**src/rtl/smt_pkg.sv**
```systemverilog
`timescale 1ns/1ps
package smt_pkg;
   typedef enum logic [2:0] {
      PH_IDLE  = 3'd0,
      PH_SEL   = 3'd1,
      PH_ADDR  = 3'd2,
      PH_WDATA = 3'd3,
      PH_RDATA = 3'd4
   } phase_e;

   localparam int BYTE_W    = 8;
   localparam int ACK_SLOT  = 8;
   localparam int ACK_DONE  = 9;
endpackage

```
**src/rtl/smt_line_sync.sv**
```systemverilog
`timescale 1ns/1ps
module smt_line_sync #(
   parameter int   WIDTH   = 2,
   parameter int   STAGES  = 2,
   parameter logic RST_VAL = 1'b1
) (
   input  logic             clk,
   input  logic             rst_n,
   input  logic [WIDTH-1:0] din,
   output logic [WIDTH-1:0] dout
);
   if (STAGES < 2) begin : g_bad_stages
      $error("smt_line_sync: STAGES must be at least 2");
   end

   for (genvar s = 0; s < STAGES; s++) begin : g_stage
      logic [WIDTH-1:0] q;
      if (s == 0) begin : g_first
         always_ff @(posedge clk or negedge rst_n) begin
            if (!rst_n) q <= {WIDTH{RST_VAL}};
            else        q <= din;
         end
      end else begin : g_next
         always_ff @(posedge clk or negedge rst_n) begin
            if (!rst_n) q <= {WIDTH{RST_VAL}};
            else        q <= g_stage[s-1].q;
         end
      end
   end

   assign dout = g_stage[STAGES-1].q;
endmodule

```
**src/rtl/smt_bus_events.sv**
```systemverilog
`timescale 1ns/1ps
module smt_bus_events (
   input  logic clk,
   input  logic rst_n,
   input  logic scl_s,
   input  logic sda_s,
   output logic scl_rise,
   output logic scl_fall,
   output logic start_c,
   output logic stop_c
);
   logic scl_p, sda_p;

   always_ff @(posedge clk or negedge rst_n) begin
      if (!rst_n) begin
         scl_p <= 1'b1;
         sda_p <= 1'b1;
      end else begin
         scl_p <= scl_s;
         sda_p <= sda_s;
      end
   end

   assign scl_rise = scl_s & ~scl_p;
   assign scl_fall = ~scl_s & scl_p;
   assign start_c  = scl_s & scl_p & sda_p & ~sda_s;
   assign stop_c   = scl_s & scl_p & ~sda_p & sda_s;
endmodule

```
**src/rtl/serial_mem_target.sv**
```systemverilog
`timescale 1ns/1ps
module serial_mem_target
   import smt_pkg::*;
#(
   parameter int         ADDR_W      = 16,
   parameter int         SYNC_STAGES = 2,
   parameter logic [3:0] TYPE_CODE   = 4'b1010
) (
   input  logic              clk,
   input  logic              rst_n,
   input  logic              scl_i,
   input  logic              sda_i,
   input  logic [2:0]        chip_en_i,
   output logic              sda_oe_o,
   output logic [ADDR_W-1:0] mem_addr_o,
   output logic [7:0]        mem_wdata_o,
   output logic              mem_we_o,
   input  logic [7:0]        mem_rdata_i,
   output logic              commit_o
);
   localparam int ADDR_BYTES = (ADDR_W + BYTE_W - 1) / BYTE_W;
   localparam int ABC_W      = (ADDR_BYTES > 1) ? $clog2(ADDR_BYTES) : 1;
   localparam logic [ABC_W-1:0] ABC_LAST = ABC_W'(ADDR_BYTES - 1);

   if (ADDR_W < 8 || ADDR_W > 32) begin : g_bad_addr_w
      $error("serial_mem_target: ADDR_W must lie in 8..32");
   end

   logic [1:0] sync_q;
   logic       scl_s, sda_s;
   logic       scl_rise, scl_fall, start_c, stop_c;

   smt_line_sync #(
      .WIDTH  (2),
      .STAGES (SYNC_STAGES),
      .RST_VAL(1'b1)
   ) u_sync (
      .clk  (clk),
      .rst_n(rst_n),
      .din  ({scl_i, sda_i}),
      .dout (sync_q)
   );

   assign scl_s = sync_q[1];
   assign sda_s = sync_q[0];

   smt_bus_events u_evt (
      .clk     (clk),
      .rst_n   (rst_n),
      .scl_s   (scl_s),
      .sda_s   (sda_s),
      .scl_rise(scl_rise),
      .scl_fall(scl_fall),
      .start_c (start_c),
      .stop_c  (stop_c)
   );

   phase_e            phase_q;
   logic [3:0]        bitcnt_q;
   logic [7:0]        rx_q;
   logic [6:0]        tx_q;
   logic              tx_byte_q;
   logic              m_nack_q;
   logic [ABC_W-1:0]  abyte_q;
   logic [ADDR_W-1:0] addr_q;
   logic              adv_q;
   logic              wrote_q;
   logic              oe_q;
   logic              we_q;
   logic [7:0]        wdata_q;
   logic              commit_q;
   logic              sel_hit;
   logic              listening;

   assign sel_hit   = (rx_q[7:4] == TYPE_CODE) && (rx_q[3:1] == chip_en_i);
   assign listening = (phase_q == PH_IDLE);

   always_ff @(posedge clk or negedge rst_n) begin
      if (!rst_n) begin
         phase_q   <= PH_IDLE;
         bitcnt_q  <= '0;
         rx_q      <= '0;
         tx_q      <= '0;
         tx_byte_q <= 1'b0;
         m_nack_q  <= 1'b0;
         abyte_q   <= '0;
         addr_q    <= '0;
         adv_q     <= 1'b0;
         wrote_q   <= 1'b0;
         oe_q      <= 1'b0;
         we_q      <= 1'b0;
         wdata_q   <= '0;
         commit_q  <= 1'b0;
      end else begin
         we_q     <= 1'b0;
         commit_q <= 1'b0;
         if (start_c) begin
            phase_q   <= PH_SEL;
            bitcnt_q  <= '0;
            oe_q      <= 1'b0;
            wrote_q   <= 1'b0;
            tx_byte_q <= 1'b0;
            adv_q     <= 1'b0;
         end else if (stop_c) begin
            phase_q   <= PH_IDLE;
            bitcnt_q  <= '0;
            oe_q      <= 1'b0;
            commit_q  <= wrote_q;
            wrote_q   <= 1'b0;
            tx_byte_q <= 1'b0;
            adv_q     <= 1'b0;
         end else if (phase_q != PH_IDLE) begin
            if (scl_rise) begin
               if (bitcnt_q < 4'(ACK_SLOT)) begin
                  rx_q     <= {rx_q[6:0], sda_s};
                  bitcnt_q <= bitcnt_q + 4'd1;
               end else if (bitcnt_q == 4'(ACK_SLOT)) begin
                  bitcnt_q <= 4'(ACK_DONE);
                  if (tx_byte_q) begin
                     m_nack_q <= sda_s;
                     if (!sda_s) addr_q <= addr_q + ADDR_W'(1);
                  end
               end
            end else if (scl_fall) begin
               if (tx_byte_q && bitcnt_q >= 4'd1 && bitcnt_q < 4'(ACK_SLOT)) begin
                  oe_q <= ~tx_q[6];
                  tx_q <= {tx_q[5:0], 1'b0};
               end else if (bitcnt_q == 4'(ACK_SLOT)) begin
                  oe_q <= 1'b0;
                  case (phase_q)
                     PH_SEL: begin
                        if (sel_hit) begin
                           oe_q     <= 1'b1;
                           m_nack_q <= 1'b0;
                           abyte_q  <= '0;
                           phase_q  <= rx_q[0] ? PH_RDATA : PH_ADDR;
                        end else begin
                           phase_q  <= PH_IDLE;
                        end
                     end
                     PH_ADDR: begin
                        oe_q   <= 1'b1;
                        addr_q <= ADDR_W'({addr_q, rx_q});
                        if (abyte_q == ABC_LAST) phase_q <= PH_WDATA;
                        else                     abyte_q <= abyte_q + ABC_W'(1);
                     end
                     PH_WDATA: begin
                        oe_q    <= 1'b1;
                        we_q    <= 1'b1;
                        wdata_q <= rx_q;
                        wrote_q <= 1'b1;
                        adv_q   <= 1'b1;
                     end
                     default: oe_q <= 1'b0;
                  endcase
               end else if (bitcnt_q == 4'(ACK_DONE)) begin
                  bitcnt_q <= '0;
                  oe_q     <= 1'b0;
                  if (adv_q) begin
                     addr_q <= addr_q + ADDR_W'(1);
                     adv_q  <= 1'b0;
                  end
                  if (phase_q == PH_RDATA) begin
                     if (tx_byte_q && m_nack_q) begin
                        phase_q   <= PH_IDLE;
                        tx_byte_q <= 1'b0;
                     end else begin
                        tx_byte_q <= 1'b1;
                        tx_q      <= mem_rdata_i[6:0];
                        oe_q      <= ~mem_rdata_i[7];
                     end
                  end
               end
            end
         end
      end
   end

   assign sda_oe_o    = oe_q;
   assign mem_addr_o  = addr_q;
   assign mem_wdata_o = wdata_q;
   assign mem_we_o    = we_q;
   assign commit_o    = commit_q;
endmodule

```
**config.mk**
```make
export PLATFORM = sky130hd
export DESIGN_NAME = serial_mem_target
export DESIGN_NICKNAME = d
export VERILOG_FILES = /design/src/rtl/smt_pkg.sv /design/src/rtl/smt_line_sync.sv /design/src/rtl/smt_bus_events.sv /design/src/rtl/serial_mem_target.sv
export SDC_FILE = /design/constraint.sdc
export NUM_CORES = 1
export LEC_CHECK = 0
export BUFFER_PORTS_ARGS = -buffer_cell sky130_fd_sc_hd__buf_2
export CORE_MARGIN = 2
export CORE_UTILIZATION = 50
export CTS_BUF_LIST = sky130_fd_sc_hd__clkbuf_8
export CTS_CLUSTER_SIZE = 12
export DETAILED_ROUTE_END_ITERATION = 6
export PLACE_DENSITY = 0.76
export SLEW_MARGIN = 15
export SYNTH_ARGS = -nofsm -noshare
export SYNTH_HDL_FRONTEND = slang
export SYNTH_SLANG_ARGS = --single-unit
export TNS_END_PERCENT = 5
```
**constraint.sdc**
```tcl
create_clock -name clk -period 2.5 [get_ports clk]
set_input_delay 0.125 -clock clk [delete_from_list [all_inputs] [get_ports clk]]
set_output_delay 0.125 -clock clk [all_outputs]
set_load 0.01 [all_outputs]
```
==> flow_metrics.py, run 1 <==
metrics = {
    "status": {
        "outcome": "complete, no violations",
    },
    "synth": {
        "yosys_warnings": 0,
        "synth_fp_nets": 348,
        "synth_enable_flop_cells": 0,
        "postSynth.asyncResetShare_pct": 100.0,
        "synth.distinct_cells": 58,
        "primary_flip_flop_cell_chosen_by_synthesis_mapping": "dfrtp_1",
        "avgSynthCellArea_um2": 10.06,
        "synth_area_mm2": 0.003278,
        "synth.ff_latch_count": 60,
        "syn_inst": 326,
        "sequential_to_total_area_share_from_yosys_stat_pct": 46.03,
    },
    "global_routing": {
        "groute.layer.met3.usage_pct": 4.669,
        "globalRoute.totalOverflow": 0,
        "busiest_layer": "met1",
        "global_route.usage.met1_pct": 32.70,
        "first_global_vias": 2579,
        "track_usage_pct": 21.90,
        "grt_antenna_before_repair": 0,
        "globalRouteMet2Util_pct": 32.10,
        "wire_length_of_the_first_global_routing_pass_mm": 12.68,
        "grt_max_degree": 32,
    },
    "clocking": {
        "clkSlewWorstSetupHoldPaths_ns": 0.07,
        "cts-buffers-inserted": 9,
        "ctsLongestPathBuffers": 2,
        "tritoncts": "yes",
        "root_buffer": "clkbuf_8",
        "h-tree-depth": 3,
        "worst_skew_pair_latency_ns": 0.35,
        "cts_num_sinks": 60,
        "postCtsSetupRepairBufs": 0,
    },
    "drt": {
        "postRouteWirelength_mm": 7.275,
        "vias": 2613,
        "drt_antenna_net_count": 0,
        "avgViaCountPerCell": 5.756,
        "routed_wire_length_per_instance_um": 16.02,
        "initialDrtViolationCount": 173,
        "dr.pass1.iters": 4,
        "drc_errors": 0,
    },
    "die": {
        "floorplan.io_pins": 42,
        "effective_utilization_at_floorplan_pct": 51.63,
        "design.core.area_mm2": 0.006350,
        "die_w_um": 84.97,
        "core.rowCount": 29,
        "floorplan_die_area_mm2": 0.007220,
        "die_height_um": 84.97,
    },
    "finish": {
        "layout-drive-gt1-share_pct": 25.73,
        "filler_cell_count": 531,
        "final-instance-count-excl-fill": 454,
        "area.sequential_mm2": 0.001509,
        "layout_commonest_cell": "dfrtp_1",
        "multiInputGateArea_mm2": 0.001612,
        "nNetsFinal": 394,
        "diodes": 0,
        "layout.cells.most_common_list": "dfrtp_1, buf_2, nor2_1",
        "area.growth.synth_to_final_pct": 14.58,
    },
    "timing": {
        "timing_worst_slew_pin_value_ns": 0.6602,
        "timing.final.setup_violations": 0,
        "final_slew_violations": 0,
        "finalCritPeriodShare_pct": 90.28,
        "clock_skew_after_layout_ns": 0.01014,
        "hold_violations": 0,
        "timing.setup.tns_ns": 0,
        "grt_setup_unrepaired": "false",
        "fin_crit_ns": 2.257,
        "slew_headroom_pct": 55.99,
        "fmaxAchievable_mhz": 443.0,
    },
    "placed_design": {
        "dp_hpwl_mm": 5.034,
        "port_buffers": 41,
        "gp_congestion": 0.9034,
        "place.detailed.instances": 435,
    },
    "power_and_ir_drop": {
        "power.density_mw_per_mm2": 602.9,
        "cellLeakagePower_nw": 1.735,
        "ir_drop_v": 0.0004509,
    },
    "worst_setup_path": {
        "critical-path-slowest-cell": "dfstp_2",
        "timing_worst_setup_path_type": "flip-flop to flip-flop",
        "worstSetupStartpointType": "flip-flop",
        "cp_cell_sequence": "inv_1 > ha_1 > nand2b_1 > or2_2 > nor2_1 > a31oi_1 > o22a_1",
        "timing.critical_path.arrival_ns": 2.49,
        "timing.critical_path.fanout_max": 29,
        "worst_setup_path_end_kind": "flip-flop",
        "cp_data_required_time_ns": 2.73,
        "critical_path_max_stage_delay_ns": 0.55,
        "cpLargestDelayFamily": "simple AND/OR/NAND/NOR gates",
        "critPathBufInv": 1,
    },
    "min_path": {
        "min-delay-path-class": "input port to flip-flop",
    },
    "job": {
        "cap_viol_max_count": 0,
    },
}
-- worst min-delay path: stages --
cell and delay (ns):
buf_2 0.10, nand2_1 0.04, o21ai_0 0.06
-- report_power, final --
| group | internal, mW | switching [mW] |
|---|---|---|
| clock network | 0.462 | 0.420 |
| logic | 0.118 | 0.124 |
| registers | 1.04 | 0.0992 |
-- path summary, 6_finish.rpt --
path                                              from              to  slack [ns]  depth (start not counted)
worst min-delay path                    mem_rdata_i[0]         tx_q[0]        0.01                          3
worst min register to register  u_sync.g_stage[0].q[0]  u_sync.dout[0]        0.36                          0
min in group asynchronous                        rst_n         tx_q[3]        0.37                          2
max in group asynchronous                        rst_n     u_evt.sda_p        1.37                          3
worst max-delay path                       u_evt.scl_p  mem_addr_o[11]        0.24                          7
worst max register to register             u_evt.scl_p  mem_addr_o[11]        0.24                          7
-- sequential cells by signal, summed over array words and instances (netlist names), 2 cells and up --
signal	cells
u_sync.dout	2
tx_q	7
mem_wdata_o	8
u_sync.g_stage.q	2
rx_q	8
mem_addr_o	16
phase_q	3
bitcnt_q	4
-- per-layer routing --
| metal | vias up | share of wire, % |
|---|---|---|
| li1 | 1291 | - |
| met5 | - | 0 |
| met2 | 62 | 46 |
| met1 | 1255 | 49 |
| met3 | 5 | 4.8 |
| met4 | 0 | 0.93 |
-- per-stage QoR --
step                cell area, µm²  power (mW)  hold WS (ns)  util (%)  setup slack, ns
global route                  3756       2.361       0.03585     59.15           0.1184
CTS                           3756       2.282      0.009530     59.15           0.2631
detailed placement            3527       1.394        0.2016     55.55           0.3150
global placement              3527       1.377        0.1949     55.55           0.3712
finish                        3756       2.264       0.01498     59.15           0.2429
floorplan                     3278       1.291       -0.1706         -           0.4869
-- cell type report --
type	instances	area share [%]
flip-flops and latches	60	40.17
inverters	14	1.399
multi-input cells	236	42.90
well taps	77	2.565
clock inverters	7	1.999
repair buffers	51	7.662
clock buffers	9	3.298
-- cell families after synthesis --
logic type | synth area share, %
simple gates | 19.62
compound gates | 17.63
flops | 46.03
buf+inv | 4.809
mux | 7.901
fa+ha+maj | 2.672
xor+xnor | 1.336
-- cells in the mapped netlist, drive strengths merged (3+ instances only) --
| library cell | number | area share (%) |
|---|---|---|
| dfrtp | 54 | 41 |
| nor2 | 31 | 3.5 |
| o21ai | 25 | 3.8 |
| nand2 | 24 | 3.0 |
| a21oi | 21 | 3.2 |
| nand3 | 17 | 2.6 |
| buf | 15 | 3.1 |
| mux2 | 15 | 5.2 |
| inv | 14 | 1.6 |
| mux2i | 9 | 2.7 |
| a2bb2oi | 8 | 2.3 |
| ha | 7 | 2.7 |
| nor3 | 7 | 1.8 |
| dfstp | 6 | 4.8 |
| nor4 | 6 | 1.8 |
| o22ai | 6 | 1.1 |
| nand4 | 5 | 0.95 |
| a31oi | 4 | 0.76 |
| nand2b | 4 | 0.99 |
| nor3b | 4 | 1.3 |
| a211oi | 3 | 0.69 |
| a32oi | 3 | 0.80 |
| nand3b | 3 | 0.69 |
| nor2b | 3 | 0.57 |
| o22a | 3 | 0.80 |
| o31ai | 3 | 0.69 |
| xnor2 | 3 | 0.80 |
-- what timing repair did --
| item | 4_1_cts | 5_1_grt |
|---|---|---|
| hold endpoints to repair | 29 | 0 |
| resized for setup | 0 | 0 |
| endpoints found under the setup margin | 0 | 0 |
| hold buffers | 3 | 0 |
(Power assumes the default switching activity.)
==> run 2: changes to the inputs <==
REMOVE_ABC_BUFFERS = 1   (was default)
==> run 2 against run 1 <==
Net effect: non-clock buffer count did not move; routed wire length fell by 2.6%; register-to-register slack improved by 0.05 ns; design area rose by 0.60%; via count up 1.6%; first-iteration DRC count shrank 37%; global-route usage is 0.51 points lower; cell count unchanged; critical path depth fell by 3; count of clock-buffer cells in the layout is the same.
==> flow_metrics.py, run 2 (same netlist as run 1, synthesis figures left out) <==
metrics = {
    "placed_design": {
        "port_buffers": 41,
        "dp_hpwl_mm": 4.989,
        "detailed_place.area_mm2": 0.003527,
        "gp_congestion": 0.9406,
        "setup_slack_after_placement_ns": 0.3158,
    },
    "die": {
        "core.rowCount": 29,
        "floorplan.io_pins": 42,
        "floorplan_die_area_mm2": 0.007220,
        "effective_utilization_at_floorplan_pct": 51.63,
        "die_height_um": 84.97,
        "design.core.area_mm2": 0.006350,
        "die_w_um": 84.97,
    },
    "finish": {
        "layout_commonest_cell": "dfrtp_1",
        "multiInputGateArea_mm2": 0.001612,
        "filler_cell_count": 524,
        "nNetsFinal": 394,
        "layout-drive-gt1-share_pct": 25.73,
        "final_cell_area_mm2": 0.003779,
        "diodes": 0,
        "final_util_pct": 59.51,
        "largest_reg_flops": 16,
        "layout.cells.most_common_list": "dfrtp_1, buf_2, nor2_1",
        "area.growth.synth_to_final_pct": 15.27,
        "area.sequential_mm2": 0.001509,
    },
    "global_routing": {
        "first_global_vias": 2603,
        "global_route.usage.met1_pct": 30.20,
        "grt_max_degree": 30,
        "track_usage_pct": 21.39,
        "wire_length_of_the_first_global_routing_pass_mm": 12.27,
        "globalRouteMet2Util_pct": 31.96,
        "globalRoute.totalOverflow": 0,
        "busiest_layer": "met2",
        "grt_antenna_before_repair": 0,
        "groute.layer.met3.usage_pct": 3.696,
    },
    "clocking": {
        "postCtsSetupRepairBufs": 0,
        "h-tree-depth": 3,
        "cts-buffers-inserted": 9,
        "post_cts_resize_count": 0,
        "ctsLongestPathBuffers": 2,
        "worst_skew_pair_latency_ns": 0.35,
        "tritoncts": "yes",
        "cts_hold_buffers": 3,
        "root_buffer": "clkbuf_8",
        "clkSlewWorstSetupHoldPaths_ns": 0.07,
        "cts_num_sinks": 60,
    },
    "worst_setup_path": {
        "worst_setup_path_end_kind": "flip-flop",
        "worst_r2r_startpoint": "u_sync.dout[1]",
        "timing.critical_path.from": "u_sync.dout[1]",
        "cpLargestDelayFamily": "simple AND/OR/NAND/NOR gates",
        "worstSetupStartpointType": "flip-flop",
        "rrSetupSlack_ns": 0.30,
        "critPathBufInv": 1,
        "cp_cell_sequence": "ha_1 > inv_1 > nor4_4 > mux2_2",
        "r2r.worst_path.cells": 4,
        "cp_data_required_time_ns": 2.73,
        "timing.critical_path.fanout_max": 10,
        "critical_path_max_stage_delay_ns": 0.59,
        "timing.critical_path.arrival_ns": 2.44,
        "r2r_end": "rx_q[6]",
        "critical-path-slowest-cell": "nor4_4",
        "timing_worst_setup_path_type": "flip-flop to flip-flop",
    },
    "timing": {
        "timing.setup.tns_ns": 0,
        "clock_skew_after_layout_ns": 0.01249,
        "timing.final.setup_violations": 0,
        "final_slew_violations": 0,
        "fmaxAchievable_mhz": 454.1,
        "hold_violations": 0,
        "grt_setup_unrepaired": "false",
        "post-route-worst-setup-slack_ns": 0.2976,
        "slew_headroom_pct": 60.08,
        "fin_crit_ns": 2.202,
        "finalCritPeriodShare_pct": 88.10,
        "timing_worst_slew_pin_value_ns": 0.5943,
    },
    "power_and_ir_drop": {
        "power.sequential.fraction_pct": 48.3,
        "fraction_of_power_consumed_by_combinational_cells_pct": 10.2,
        "internal_power_mw": 1.724,
        "power_frac_clock_pct": 41.5,
        "power_switching_share_pct": 27.00,
        "cellLeakagePower_nw": 1.749,
        "power.density_mw_per_mm2": 625.0,
        "ir_drop_v": 0.0004627,
        "netSwitchingPower_mw": 0.6376,
    },
    "status": {
        "outcome": "complete, no violations",
    },
    "drt": {
        "drc_errors": 0,
        "initialDrtViolationCount": 109,
        "postRouteWirelength_mm": 7.085,
        "routed_wire_length_per_instance_um": 15.61,
        "dr.pass1.iters": 4,
        "avgViaCountPerCell": 5.846,
        "vias": 2654,
        "drt_antenna_net_count": 0,
    },
    "min_path": {
        "launch_point_of_the_worst_hold_path": "mem_rdata_i[0]",
        "min-delay-path-class": "input port to flip-flop",
        "min_to": "tx_q[0]",
        "worstHoldPathCells": 3,
    },
    "job": {
        "cap_viol_max_count": 0,
    },
}
run 2: changes by cell type in the layout (fill, tap and decap cells not counted):
cell / change
clkinvlp_4: -1
inv_6: +1
clkinv_4: -1
bufinv_16: +1
run 2: through the flow:
stage	power [mW]	std cells	hold slack [ns]
6_report	2.362	454	0.02582
5_1_grt	2.466	454	0.05149
4_1_cts	2.374	454	0.02387
3_5_place_dp	1.391	435	0.03235
3_3_place_gp	1.382	435	0.03100
2_1_floorplan	1.286	310	-0.1706
run 2: how the worst max path moves through the flow:
stage	endpoint	slack, ns	cells past startpoint
final	rx_q[6]	0.30	4
after global routing	phase_q[2]	0.14	7
after CTS	rx_q[1]	0.32	4
after detailed placement	rx_q[1]	0.32	4
after global placement	mem_wdata_o[4]	0.31	6
after floorplan	mem_addr_o[10]	0.38	6
run 2: final cells by class:
type,count,area share [%]
multi-input combinational,236,42.65
clock buffer,9,3.278
sequential,60,39.93
tap,77,2.550
clock inverter,7,2.583
timing repair buffer,51,7.616
inverter,14,1.391
run 2: power by group through the flow:
stage,registers [mW],logic (mW),clock network (mW)
6_report,1.14,0.241,0.981
5_1_grt,1.15,0.266,1.05
4_1_cts,1.14,0.241,0.996
3_5_place_dp,1.16,0.235,0
3_3_place_gp,1.15,0.228,0
2_1_floorplan,1.12,0.169,0
run 2: layer usage:
metal | vias to the layer above | part of all wire [%]
li1 | 1288 | -
met4 | 0 | 2.3
met5 | - | 0
met3 | 12 | 4.1
met1 | 1290 | 47
met2 | 64 | 46
run 2: worst min-delay path: stages:
cell and delay [ns]:
buf_2 0.10, nand2_1 0.04, o21ai_0 0.07
==> run 3: changes to the inputs <==
CORE_ASPECT_RATIO = 1.25   (was default)
PLACE_DENSITY = 0.77   (was 0.76)
SYNTH_HIERARCHICAL = 1   (was default)
==> run 3 against run 2 <==
Net effect: largest power group unchanged; utilization increased by 1.6 points; design area decreased by 0.36%; critical endpoint is now tx_q[6]; synthesized area decreased by 2.5%; highest routed layer unchanged; critical path depth increased by 3.
==> flow_metrics.py, run 3 <==
metrics = {
    "placed_design": {
        "detailed_place.area_mm2": 0.003573,
        "port_buffers": 41,
        "dp_hpwl_mm": 5.219,
        "gp_congestion": 0.9328,
    },
    "power_and_ir_drop": {
        "power_frac_clock_pct": 34.2,
        "power_switching_share_pct": 28.11,
        "cellLeakagePower_nw": 1.854,
        "internal_power_mw": 1.525,
        "fraction_of_power_consumed_by_combinational_cells_pct": 12.7,
        "ir_drop_v": 0.0003964,
        "power.sequential.fraction_pct": 53.1,
        "power.density_mw_per_mm2": 563.4,
        "netSwitchingPower_mw": 0.5963,
    },
    "synth": {
        "yosys_warnings": 6,
        "synth.ff_latch_count": 60,
        "portion_of_synthesized_cell_area_occupied_by_the_leading_cell_type_pct": 42.29,
        "top_cell_type_by_total_area_after_synthesis": "dfrtp_1",
        "synthTopCellsByArea": "dfrtp_1, mux2_2, dfstp_2, nand2_1, mux2i_1",
        "post-synth-top-count-cell": "dfrtp_1",
        "syn_inst": 323,
        "synth_enable_flop_cells": 0,
        "synth_area_mm2": 0.003196,
        "yosys-top-cells-count": "dfrtp_1, nand2_1, nor2_1, o21ai_0, a21oi_1",
        "synth.distinct_cells": 58,
        "primary_flip_flop_cell_chosen_by_synthesis_mapping": "dfrtp_1",
        "avgSynthCellArea_um2": 9.893,
        "sequential_to_total_area_share_from_yosys_stat_pct": 47.22,
        "postSynth.asyncResetShare_pct": 100.0,
    },
    "finish": {
        "layout-drive-gt1-share_pct": 26.68,
        "diodes": 0,
        "layout_commonest_cell": "dfrtp_1",
        "area.growth.synth_to_final_pct": 17.82,
        "largest_reg_flops": 16,
        "nNetsFinal": 400,
        "layout.cells.most_common_list": "dfrtp_1, buf_2, nand2_1",
        "final_cell_area_mm2": 0.003765,
        "final_util_pct": 61.06,
    },
    "timing": {
        "grt_setup_unrepaired": "false",
        "timing.setup.tns_ns": 0,
        "slew_headroom_pct": 44.99,
        "hold_violations": 0,
        "timing.final.setup_violations": 0,
        "fin_crit_ns": 2.260,
        "final_slew_violations": 0,
        "clock_skew_after_layout_ns": 0.006805,
        "finalCritPeriodShare_pct": 90.40,
        "fmaxAchievable_mhz": 442.5,
        "timing_worst_slew_pin_value_ns": 0.8251,
    },
    "drt": {
        "highest_signal_layer": "met4",
        "route.met3.wl_um": 343,
        "postRouteWirelength_mm": 7.245,
        "drt-met1-wl_mm": 3.097,
        "drt_antenna_net_count": 0,
        "initialDrtViolationCount": 174,
        "drc_errors": 0,
        "dr.pass1.iters": 4,
        "vias": 2686,
        "avgViaCountPerCell": 5.703,
        "routed_wire_length_per_instance_um": 15.38,
        "met2RoutedLength_mm": 3.623,
    },
    "worst_setup_path": {
        "cp_data_required_time_ns": 2.70,
        "cp_cell_sequence": "inv_1 > ha_1 > or3b_4 > nand2_1 > buf_4 > a21o_1 > o21ai_0",
        "r2r.worst_path.cells": 7,
        "r2r_end": "tx_q[6]",
        "worst_r2r_startpoint": "bitcnt_q[0]",
        "worstSetupStartpointType": "flip-flop",
        "timing.critical_path.fanout_max": 14,
        "timing_worst_setup_path_type": "flip-flop to flip-flop",
        "timing.critical_path.arrival_ns": 2.46,
        "rrSetupSlack_ns": 0.24,
        "critical-path-slowest-cell": "or3b_4",
        "critical_path_max_stage_delay_ns": 0.44,
        "cpLargestDelayFamily": "simple AND/OR/NAND/NOR gates",
        "timing.critical_path.from": "bitcnt_q[0]",
        "worst_setup_path_end_kind": "flip-flop",
        "worst-path-stages": 7,
        "critPathBufInv": 2,
        "endpoint": "tx_q[6]",
    },
    "clocking": {
        "cts-buffers-inserted": 9,
        "post_cts_resize_count": 0,
        "ctsLongestPathBuffers": 2,
        "tritoncts": "yes",
        "h-tree-depth": 3,
        "cts_num_sinks": 60,
        "root_buffer": "clkbuf_8",
        "worst_skew_pair_latency_ns": 0.34,
        "clkSlewWorstSetupHoldPaths_ns": 0.07,
    },
    "die": {
        "design.core.area_mm2": 0.006166,
        "effective_utilization_at_floorplan_pct": 51.83,
        "die_w_um": 75.51,
        "core.rowCount": 32,
        "die_height_um": 93.38,
        "floorplan.io_pins": 42,
        "floorplan_die_area_mm2": 0.007051,
    },
    "global_routing": {
        "grt_antenna_before_repair": 0,
        "grt_max_degree": 39,
        "wire_length_of_the_first_global_routing_pass_mm": 12.19,
        "first_global_vias": 2624,
        "track_usage_pct": 22.73,
        "globalRoute.totalOverflow": 0,
    },
    "status": {
        "outcome": "complete, no violations",
    },
    "job": {
        "cap_viol_max_count": 0,
    },
    "min_path": {
        "min-delay-path-class": "input port to flip-flop",
    },
}
## run 3: changes by cell type in the layout (fill, tap and decap cells not counted), sizes merged, moves of 4 or more
| cell | previous run | this run |
|---|---|---|
| and3 | 1 | 6 |
| o21ai | 25 | 21 |
| nand2 | 24 | 31 |
| buf | 48 | 62 |
| nor4 | 6 | 1 |
| nor2 | 31 | 26 |
## run 3: per-layer routing
metal | up-vias | GRT usage [%]
met5 | - | 0
met4 | 0 | 9.357
met3 | 19 | 5.496
met2 | 99 | 36.01
met1 | 1279 | 29.45
li1 | 1289 | -
## run 3: area by class of cell
class                   count  area (µm²)
clock inverters             7       37.54
repair buffers             65       392.9
clock buffers               9       123.9
inverters                  10       37.54
flip-flops and latches     60        1509
well taps                  85       106.4
fillers                   551        2401
multi-input cells         235        1558
## run 3: how the worst min path moves through the flow
stage	cells after the start	from	endpoint	slack, ns
final	3	mem_rdata_i[0]	tx_q[0]	0.03
after CTS	3	mem_rdata_i[0]	tx_q[0]	0.03
after global routing	3	mem_rdata_i[0]	tx_q[0]	0.05
after floorplan	0	rst_n	abyte_q	-0.17
after global placement	1	scl_i	u_sync/g_stage[0].q[1]	0.23
after detailed placement	1	sda_i	u_sync/g_stage[0].q[0]	0.23
## run 3: tightest hold or removal path, stage by stage
cell     delay [ns]
buf_2          0.10
nand2_1        0.04
o21ai_0        0.06
## run 3: stage by stage
step	hold slack [ns]	setup WS [ns]	instances	total power [mW]
6_report	0.03483	0.2400	471	2.121
5_1_grt	0.05189	0.04648	471	2.224
4_1_cts	0.02754	0.2539	471	2.142
3_5_place_dp	0.2318	0.2542	452	1.415
3_3_place_gp	0.2306	0.3565	452	1.405
2_1_floorplan	-0.1706	-0.2848	305	1.298
## run 3: cell families after synthesis
kind of cell,count (synthesis),synth area share [%]
mux,27,9.084
simple gates,122,20.83
fa+ha+maj,4,1.566
compound gates,78,16.17
flops,60,47.22
buf+inv,28,4.033
xor+xnor,4,1.097
## run 3: timing repair
item | CTS | global route
hold buffers | 3 | 0
buffers inserted | 0 | 0
hold endpoints to repair | 32 | 0
## run 3: power groups by stage
stage               sequential, mW  combinational (mW)  clock (mW)
floorplan                     1.12               0.181           0
global placement              1.15               0.259           0
detailed placement            1.15               0.266           0
CTS                           1.13               0.270       0.742
global route                  1.14               0.296       0.785
finish                        1.13               0.269       0.725
